[src/rtl/pic_pkg.sv]
package pic_pkg;

    typedef enum logic [0:0] {
        ST_IDLE  = 1'b0,
        ST_OFFER = 1'b1
    } offer_state_t;

    localparam logic [11:0] OFF_EN_SET   = 12'h000;
    localparam logic [11:0] OFF_EN_CLR   = 12'h080;
    localparam logic [11:0] OFF_PEND_SET = 12'h100;
    localparam logic [11:0] OFF_PEND_CLR = 12'h180;
    localparam logic [11:0] OFF_SENSE    = 12'h200;
    localparam logic [11:0] OFF_PRIO     = 12'h300;

    localparam int unsigned EXC_BASE = 16;

endpackage

[src/rtl/pic_regs.sv]
module pic_regs
    import pic_pkg::*;
#(
    parameter int unsigned NUM_LINES = 32,
    parameter int unsigned PRI_BITS  = 2,
    localparam int unsigned IDX_W    = $clog2(NUM_LINES),
    localparam int unsigned WSEL_W   = IDX_W - 2
) (
    input  logic                            clk,
    input  logic                            rst_n,
    input  logic [NUM_LINES-1:0]            irq_in,
    input  logic                            bus_wr,
    input  logic [11:0]                     bus_addr,
    input  logic [NUM_LINES-1:0]            bus_wdata,
    output logic [NUM_LINES-1:0]            bus_rdata,
    input  logic                            ack_fire,
    input  logic [IDX_W-1:0]                ack_line,
    output logic [NUM_LINES-1:0]            cand,
    output logic [NUM_LINES*PRI_BITS-1:0]   prio_flat
);

    logic [NUM_LINES-1:0] en_q, pend_q, sense_q, irq_q;
    logic [PRI_BITS-1:0]  prio_q [NUM_LINES];

    logic                 prio_hit;
    logic [WSEL_W-1:0]    prio_wsel;
    logic [NUM_LINES-1:0] hw_set, ack_mask, set_mask, clr_mask;

    assign prio_hit  = (bus_addr[11:IDX_W] == OFF_PRIO[11:IDX_W]) && (bus_addr[1:0] == 2'b00);
    assign prio_wsel = bus_addr[IDX_W-1:2];

    // pulse lines: rising edge only; level lines: high input
    assign hw_set   = (sense_q & irq_in & ~irq_q) | (~sense_q & irq_in);
    assign ack_mask = ack_fire ? (NUM_LINES'(1) << ack_line) : '0;
    assign set_mask = (bus_wr && bus_addr == OFF_PEND_SET) ? bus_wdata : '0;
    assign clr_mask = (bus_wr && bus_addr == OFF_PEND_CLR) ? bus_wdata : '0;

    always_ff @(posedge clk or negedge rst_n) begin
        if (!rst_n) begin
            en_q    <= '0;
            pend_q  <= '0;
            sense_q <= '0;
            irq_q   <= '0;
        end else begin
            irq_q  <= irq_in;
            pend_q <= (pend_q & ~clr_mask & ~ack_mask) | set_mask | hw_set;
            if (bus_wr && bus_addr == OFF_EN_SET) en_q <= en_q | bus_wdata;
            if (bus_wr && bus_addr == OFF_EN_CLR) en_q <= en_q & ~bus_wdata;
            if (bus_wr && bus_addr == OFF_SENSE)  sense_q <= bus_wdata;
        end
    end

    always_ff @(posedge clk or negedge rst_n) begin
        if (!rst_n) begin
            for (int i = 0; i < NUM_LINES; i++) prio_q[i] <= '0;
        end else if (bus_wr && prio_hit) begin
            for (int i = 0; i < NUM_LINES; i++) begin
                if (prio_wsel == WSEL_W'(i / 4))
                    prio_q[i] <= bus_wdata[(i % 4) * 8 + 7 -: PRI_BITS];
            end
        end
    end

    always_comb begin
        bus_rdata = '0;
        if (bus_addr == OFF_EN_SET || bus_addr == OFF_EN_CLR)
            bus_rdata = en_q;
        else if (bus_addr == OFF_PEND_SET || bus_addr == OFF_PEND_CLR)
            bus_rdata = pend_q;
        else if (bus_addr == OFF_SENSE)
            bus_rdata = sense_q;
        else if (prio_hit) begin
            for (int k = 0; k < 4; k++)
                bus_rdata[k * 8 + 7 -: PRI_BITS] = prio_q[{prio_wsel, 2'(k)}];
        end
    end

    assign cand = en_q & pend_q;

    for (genvar g = 0; g < NUM_LINES; g++) begin : g_flat
        assign prio_flat[g * PRI_BITS +: PRI_BITS] = prio_q[g];
    end

    p_en_set_r2: assert property (@(posedge clk) disable iff (!rst_n)
        (bus_wr && bus_addr == OFF_EN_SET) |=> ((en_q & $past(bus_wdata)) == $past(bus_wdata)));

    p_en_clr_r2: assert property (@(posedge clk) disable iff (!rst_n)
        (bus_wr && bus_addr == OFF_EN_CLR) |=> ((en_q & $past(bus_wdata)) == '0));

    p_en_hold_r2: assert property (@(posedge clk) disable iff (!rst_n)
        !(bus_wr && (bus_addr == OFF_EN_SET || bus_addr == OFF_EN_CLR)) |=> $stable(en_q));

    p_level_hold_r7: assert property (@(posedge clk) disable iff (!rst_n)
        1'b1 |=> ((pend_q & $past(~sense_q & irq_in)) == $past(~sense_q & irq_in)));

endmodule

[src/rtl/pic_arbiter.sv]
module pic_arbiter #(
    parameter int unsigned NUM_LINES = 32,
    parameter int unsigned PRI_BITS  = 2,
    localparam int unsigned IDX_W    = $clog2(NUM_LINES)
) (
    input  logic [NUM_LINES-1:0]          cand,
    input  logic [NUM_LINES*PRI_BITS-1:0] prio_flat,
    output logic                          found,
    output logic [IDX_W-1:0]              best_idx,
    output logic [PRI_BITS-1:0]           best_pri
);

    // scan downwards with <= so the lowest line wins a tie
    always_comb begin
        found    = 1'b0;
        best_idx = '0;
        best_pri = '1;
        for (int i = NUM_LINES - 1; i >= 0; i--) begin
            if (cand[i] && (!found || prio_flat[i * PRI_BITS +: PRI_BITS] <= best_pri)) begin
                found    = 1'b1;
                best_idx = IDX_W'(i);
                best_pri = prio_flat[i * PRI_BITS +: PRI_BITS];
            end
        end
    end

endmodule

[src/rtl/pic_nest.sv]
module pic_nest
    import pic_pkg::*;
#(
    parameter int unsigned NUM_LINES = 32,
    parameter int unsigned PRI_BITS  = 2,
    localparam int unsigned IDX_W    = $clog2(NUM_LINES),
    localparam int unsigned NUM_W    = $clog2(EXC_BASE + NUM_LINES),
    localparam int unsigned LVL_W    = PRI_BITS + 1,
    localparam int unsigned DEPTH    = 1 << PRI_BITS,
    localparam int unsigned SP_W     = $clog2(DEPTH + 1)
) (
    input  logic                clk,
    input  logic                rst_n,
    input  logic                found,
    input  logic [IDX_W-1:0]    best_idx,
    input  logic [PRI_BITS-1:0] best_pri,
    input  logic                req_ack,
    input  logic                req_done,
    output logic                req_valid,
    output logic [NUM_W-1:0]    req_num,
    output logic [LVL_W-1:0]    cur_level,
    output logic                ack_fire,
    output logic [IDX_W-1:0]    ack_line
);

    offer_state_t        state_q, state_d;
    logic [IDX_W-1:0]    req_idx_q;
    logic [PRI_BITS-1:0] req_pri_q;
    logic [PRI_BITS-1:0] stk_q [DEPTH];
    logic [SP_W-1:0]     sp_q;
    logic [PRI_BITS-1:0] top_idx;
    logic                preempt, push, pop;

    assign top_idx   = PRI_BITS'(sp_q - SP_W'(1));
    assign cur_level = (sp_q == '0) ? LVL_W'(DEPTH) : {1'b0, stk_q[top_idx]};
    assign preempt   = found && ({1'b0, best_pri} < cur_level);

    assign req_valid = (state_q == ST_OFFER);
    assign req_num   = NUM_W'(EXC_BASE) + NUM_W'(req_idx_q);
    assign ack_fire  = req_valid && req_ack;
    assign ack_line  = req_idx_q;
    assign push      = ack_fire && (sp_q < SP_W'(DEPTH));
    assign pop       = req_done && !ack_fire && (sp_q != '0);

    always_ff @(posedge clk or negedge rst_n) begin
        if (!rst_n) state_q <= ST_IDLE;
        else        state_q <= state_d;
    end

    always_comb begin
        state_d = state_q;
        unique case (state_q)
            ST_IDLE:  if (preempt) state_d = ST_OFFER;            // raise
            ST_OFFER: begin
                if (req_ack)       state_d = ST_IDLE;             // taken
                else if (!preempt) state_d = ST_IDLE;             // withdraw
                else               state_d = ST_OFFER;            // refresh
            end
            default:               state_d = ST_IDLE;
        endcase
    end

    always_ff @(posedge clk or negedge rst_n) begin
        if (!rst_n) begin
            req_idx_q <= '0;
            req_pri_q <= '0;
        end else if (state_d == ST_OFFER) begin
            req_idx_q <= best_idx;
            req_pri_q <= best_pri;
        end
    end

    always_ff @(posedge clk or negedge rst_n) begin
        if (!rst_n) begin
            sp_q <= '0;
            for (int i = 0; i < DEPTH; i++) stk_q[i] <= '0;
        end else if (push) begin
            stk_q[sp_q[PRI_BITS-1:0]] <= req_pri_q;
            sp_q <= sp_q + SP_W'(1);
        end else if (pop) begin
            sp_q <= sp_q - SP_W'(1);
        end
    end

    p_num_range_r1: assert property (@(posedge clk) disable iff (!rst_n)
        req_valid |-> (req_num >= NUM_W'(EXC_BASE) && req_num < NUM_W'(EXC_BASE + NUM_LINES)));

    p_offer_urgent_r10: assert property (@(posedge clk) disable iff (!rst_n)
        req_valid |-> ({1'b0, req_pri_q} < cur_level));

    p_nest_strict_r10: assert property (@(posedge clk) disable iff (!rst_n)
        (sp_q >= SP_W'(2)) |-> (stk_q[top_idx] < stk_q[top_idx - PRI_BITS'(1)]));

    p_push_r11: assert property (@(posedge clk) disable iff (!rst_n)
        ack_fire |=> (sp_q == $past(sp_q) + SP_W'(1)));

    p_pop_r11: assert property (@(posedge clk) disable iff (!rst_n)
        (req_done && !ack_fire && sp_q != '0) |=> (sp_q == $past(sp_q) - SP_W'(1)));

    p_withdraw_r13: assert property (@(posedge clk) disable iff (!rst_n)
        (req_valid && !req_ack && !preempt) |=> !req_valid);

endmodule

[src/rtl/prio_irq_ctrl.sv]
module prio_irq_ctrl #(
    parameter int unsigned NUM_LINES = 32,
    parameter int unsigned PRI_BITS  = 2,
    localparam int unsigned IDX_W    = $clog2(NUM_LINES),
    localparam int unsigned NUM_W    = $clog2(pic_pkg::EXC_BASE + NUM_LINES),
    localparam int unsigned LVL_W    = PRI_BITS + 1
) (
    input  logic                 clk,
    input  logic                 rst_n,
    input  logic [NUM_LINES-1:0] irq_in,
    input  logic                 bus_wr,
    input  logic [11:0]          bus_addr,
    input  logic [NUM_LINES-1:0] bus_wdata,
    output logic [NUM_LINES-1:0] bus_rdata,
    output logic                 req_valid,
    output logic [NUM_W-1:0]     req_num,
    input  logic                 req_ack,
    input  logic                 req_done,
    output logic [LVL_W-1:0]     cur_level
);

    logic [NUM_LINES-1:0]          cand;
    logic [NUM_LINES*PRI_BITS-1:0] prio_flat;
    logic                          found, ack_fire;
    logic [IDX_W-1:0]              best_idx, ack_line;
    logic [PRI_BITS-1:0]           best_pri;

    pic_regs #(.NUM_LINES(NUM_LINES), .PRI_BITS(PRI_BITS)) u_regs (
        .clk(clk), .rst_n(rst_n), .irq_in(irq_in),
        .bus_wr(bus_wr), .bus_addr(bus_addr), .bus_wdata(bus_wdata), .bus_rdata(bus_rdata),
        .ack_fire(ack_fire), .ack_line(ack_line),
        .cand(cand), .prio_flat(prio_flat)
    );

    pic_arbiter #(.NUM_LINES(NUM_LINES), .PRI_BITS(PRI_BITS)) u_arb (
        .cand(cand), .prio_flat(prio_flat),
        .found(found), .best_idx(best_idx), .best_pri(best_pri)
    );

    pic_nest #(.NUM_LINES(NUM_LINES), .PRI_BITS(PRI_BITS)) u_nest (
        .clk(clk), .rst_n(rst_n),
        .found(found), .best_idx(best_idx), .best_pri(best_pri),
        .req_ack(req_ack), .req_done(req_done),
        .req_valid(req_valid), .req_num(req_num), .cur_level(cur_level),
        .ack_fire(ack_fire), .ack_line(ack_line)
    );

endmodule

[config.mk]
export PLATFORM = sky130hd
export DESIGN_NAME = prio_irq_ctrl
export DESIGN_NICKNAME = d
export VERILOG_FILES = /design/src/rtl/pic_pkg.sv /design/src/rtl/pic_regs.sv /design/src/rtl/pic_arbiter.sv /design/src/rtl/pic_nest.sv /design/src/rtl/prio_irq_ctrl.sv
export SDC_FILE = /design/constraint.sdc
export NUM_CORES = 1
export LEC_CHECK = 0
export CELL_PAD_IN_SITES_DETAIL_PLACEMENT = 1
export CELL_PAD_IN_SITES_GLOBAL_PLACEMENT = 1
export CORE_ASPECT_RATIO = 0.6
export CORE_MARGIN = 2
export CORE_UTILIZATION = 40
export DETAILED_ROUTE_END_ITERATION = 10
export DONT_BUFFER_PORTS = 1
export PLACE_DENSITY_LB_ADDON = 0.1
export SYNTH_ARGS = -nofsm -noshare
export SYNTH_HDL_FRONTEND = slang
export SYNTH_SLANG_ARGS = --single-unit
[constraint.sdc]
create_clock -name clk -period 119.9 [get_ports clk]
set_clock_uncertainty 0.2 [all_clocks]
set_input_delay 5.995 -clock clk [delete_from_list [all_inputs] [get_ports clk]]
set_output_delay 5.995 -clock clk [all_outputs]
set_load 0.05 [all_outputs]
==> metrics.md <==
| Metric | Value |
|---|---|
| Status | finished, final reports clean |
| Root Driver | clkbuf_16 |
| Fraction of registers with async set/reset | 1.000 |
| Final WL | approximately 51 mm |
| Slew Viols, Final | 0 |
| Hold buffers post-CTS | 0 |
| Max clock buf depth | 3 |
| Nets@finish | approximately 1600 |
| M2 GR Usage | 0.3653 |
| Final setup TNS | 0 ns |
| Max_cap viols | 0 |
| HP Start | u_nest.stk_q[7] |
| Reg2Reg Launch Point | u_regs.pend_q[31] |
| Final setup vio count | 0 |
| Total GRT Usage | 0.2943 |
| Fillers | ~3800 |
| Pin count of the biggest net entering global routing | roughly 210 |
| Met1 GRT Util | 0.4734 |
| Slew HR | 0.2249 |
| Chip width | 240.8 um |
| Die extent in y | ~150 um |
| Worst-path clk slew | 0.07 ns |
| Crit share post-route | 0.4178 |
| Pleak | between 6 and 7 nW |
| Routed len/inst | approximately 27 um |
| Worst hold-check path type | reg2reg |
| GPL Wtd Cong | just under 1 |
| DRT Pass-1 Iters | 5 |
| Hold path depth | 2 |
| Hold Vio Cnt, Final | 0 |
| Syn nets | 1602 |
| Mapped cell area | approximately 13000 um2 |
| Worst R2R Setup Slack | between 60 and 70 ns |
| Sink Count | approximately 210 |
| Worst-Margin Slew | roughly 1.2 ns |
| # rows | slightly above 50 |
| Avg Cell Area, Syn | 9.260 um2 |
| Multiplexer area fraction after synthesis | 0.1195 |
| Min cycle time layout | roughly 50 ns |
| # IOs | ~120 |
| Synth top area share | 0.3924 |
| Iteration-0 DRC Markers | just over 1000 |
| Post-route ant nets | 0 |
| CTS Buf Count | 23 |
| Slowest stage delay, CP | between 0.6 and 0.7 ns |
| Commonest register cell after synthesis | dfrtp_1 |
| First-pass GRT wire length | 77.56 mm |
| Fmax | between 15 and 20 MHz |
| H-tree levels | 1 |
| RSZ-0062 raised after global routing | no |
| Distinct cells, synth | 99 |
| Crit path buffers/inverters | 8 |
| Initial Util | 0.4102 |
| Reg2Reg Depth | 219 |
| Busiest layer in global routing | met1 |
| Max FO, Critical Path | 13 |
| Area grow syn2layout | 9.141% |
| Layout cells sized above 1 | 0.1566 |
| PortBufs | 0 |
| Cells after DPL | 1864 |
| Most frequent cells in the layout | dfrtp_1 (211), nand2_1 (195), o21ai_0 (149) |
| XOR/XNOR Fraction of Synth Area | 0.0006509 |
| Final Non-Filler Cells | approximately 1900 |
| Critical path endpoint category | flop |
| Pwr dens | around 13 nW/um2 |
| Simple-gate portion of the synthesized area | 0.1593 |
| Detail Placement HPWL | around 39 mm |
| Antenna violations before repair | 1 |
| Syn Inst Count | 1453 |
| CP Launch Type | flop |
| Worst-Skew Late Latency | approximately 0.56 ns |
| Commonest non-fill, non-tap cell in the layout | dfrtp_1 |
| Vias per inst | slightly above 6 |
| Synth warnings | 0 |
| WP data required | roughly 120 ns |
| Maximum vdd drop | approximately 0.000010 V |
| Core outline area | 32800 um2 |
| Worst Hold Path EP | u_nest.stk_q[7] |
| Remaining Overflow, GRT | 0 |
| Area leader, netlist | dfrtp_1 |
| Die area | between 30000 and 40000 um2 |
| Top cells by area, synth | dfrtp_1 (39%), mux2_2 (7.9%), ha_1 (6.3%) |
| CTS tree | built |
| Slowest CP cell | a21oi_1 |
| Post-CTS sizing | 0 |
| CP Class | reg2reg |
| FF+latch count, synth | between 200 and 250 |
| Post-synth EDFFs | 0 |
| Main combinational cell family by area after synthesis | compound AO/OA/AOI/OAI gates |
| Post-synthesis adder-cell area fraction | 0.06323 |
| Number of global-route vias before repair | approximately 12000 |
| Post-CTS setup repair buffer count | 0 |
| R2r endpoint | u_nest.req_pri_q[1] |
| Complex-gate fraction of the synthesized area | 0.2248 |
| Residual DRC | 0 |
| Critical Path Most Common Cell | o21ai_0 |
| DR vias | roughly 12000 |
| WP data arrival | 50.37 ns |
| Cell family with most CP delay | compound AO/OA/AOI/OAI gates |
| Sequential fraction of the synthesis area | 0.3924 |
| Diode count | 0 |
| Met3 Track Usage GR | 0.1144 |
-- power breakdown --
part           switching, W  internal, W   total, W  leakage [nW]
clock network     0.0000328    0.0000400  0.0000728         0.366
registers        0.00000774    0.0000746  0.0000823          2.56
logic             0.0000226    0.0000123  0.0000350          3.51
total             0.0000632     0.000127   0.000190          6.44
-- cells by family after synthesis --
group                    count (synthesis)
buffers and inverters                  132
adder cells (fa/ha/maj)                 68
multiplexers                           126
AND/OR/NAND/NOR                        443
flip-flops                             211
XOR/XNOR                                 1
AO/OA/AOI/OAI                          472
-- how the worst max path moves through the flow --
stage	start	end	slack, ns	cells after the start
floorplan	flop	u_nest.ack_line[2]	81.73	216
global placement	u_regs.pend_q[31]	u_nest.req_pri_q[1]	72.68	219
detailed placement	u_regs.pend_q[31]	u_nest.req_pri_q[1]	71.67	219
CTS	u_regs.pend_q[31]	u_nest.req_pri_q[1]	71.36	219
global route	u_regs.pend_q[31]	u_nest.req_pri_q[1]	66.21	222
finish	u_regs.pend_q[31]	u_nest.req_pri_q[1]	69.81	219
-- worst reg2reg max path: cells and delay by family, from the launching register on --
family,cells,cell delay (ns)
AO/OA/AOI/OAI,107,26.50
adder cells (fa/ha/maj),32,8.87
buffers and inverters,8,0.60
flip-flops,1,0.48
multiplexers,9,2.83
AND/OR/NAND/NOR,63,10.54
-- cell usage after synthesis, types with 6 or more instances --
| master | number |
|---|---|
| a21o_1 | 7 |
| and2_1 | 14 |
| ha_1 | 68 |
| a221o_1 | 33 |
| mux2i_1 | 11 |
| a21oi_1 | 126 |
| nor3b_1 | 6 |
| nor3_1 | 17 |
| o211ai_1 | 7 |
| mux4_2 | 17 |
| o31ai_1 | 6 |
| a31oi_1 | 42 |
| nand3_1 | 32 |
| a22oi_1 | 8 |
| nor2_1 | 83 |
| o21ai_0 | 149 |
| or2_2 | 6 |
| nand4_1 | 9 |
| mux2_2 | 94 |
| clkbuf_1 | 50 |
| dfrtp_1 | 211 |
| nor2b_1 | 29 |
| nand3b_1 | 6 |
| or3_1 | 8 |
| nand2_1 | 197 |
| o21a_1 | 7 |
| nand2b_1 | 6 |
| a211oi_1 | 7 |
| inv_1 | 70 |
-- layer usage --
layer	wire [um]	part of all wire
met2	18680	0.37
met1	25790	0.51
met3	5812	0.11
met4	687	0.013
met5	0	0
-- cell type report --
cell class | count | area (um2) | area share
flip-flops and latches | 211 | 5280 | 0.3595
well taps | 450 | 563.0 | 0.03834
inverters | 71 | 266.5 | 0.01815
clock buffers | 30 | 631.9 | 0.04303
clock inverters | 12 | 120.1 | 0.008179
repair buffers | 22 | 165.2 | 0.01125
multi-input cells | 1110 | 7659 | 0.5215
-- through the flow --
step / hold WS [ns] / total power (W) / setup slack (ns) / cell area, um2 / utilization
final: 0.2865 / 0.0001901 / 69.81 / 14690 / 0.4477
after global routing: 0.3237 / 0.0001977 / 66.21 / 14690 / 0.4477
after floorplan: 0.2444 / 0.0001074 / 81.73 / 13460 / -
after global placement: 0.2604 / 0.0001169 / 72.68 / 13930 / 0.4248
after detailed placement: 0.2830 / 0.0001180 / 71.67 / 13930 / 0.4248
after CTS: 0.2972 / 0.0001915 / 71.36 / 14690 / 0.4477
Power figures use the tool's default switching activity.
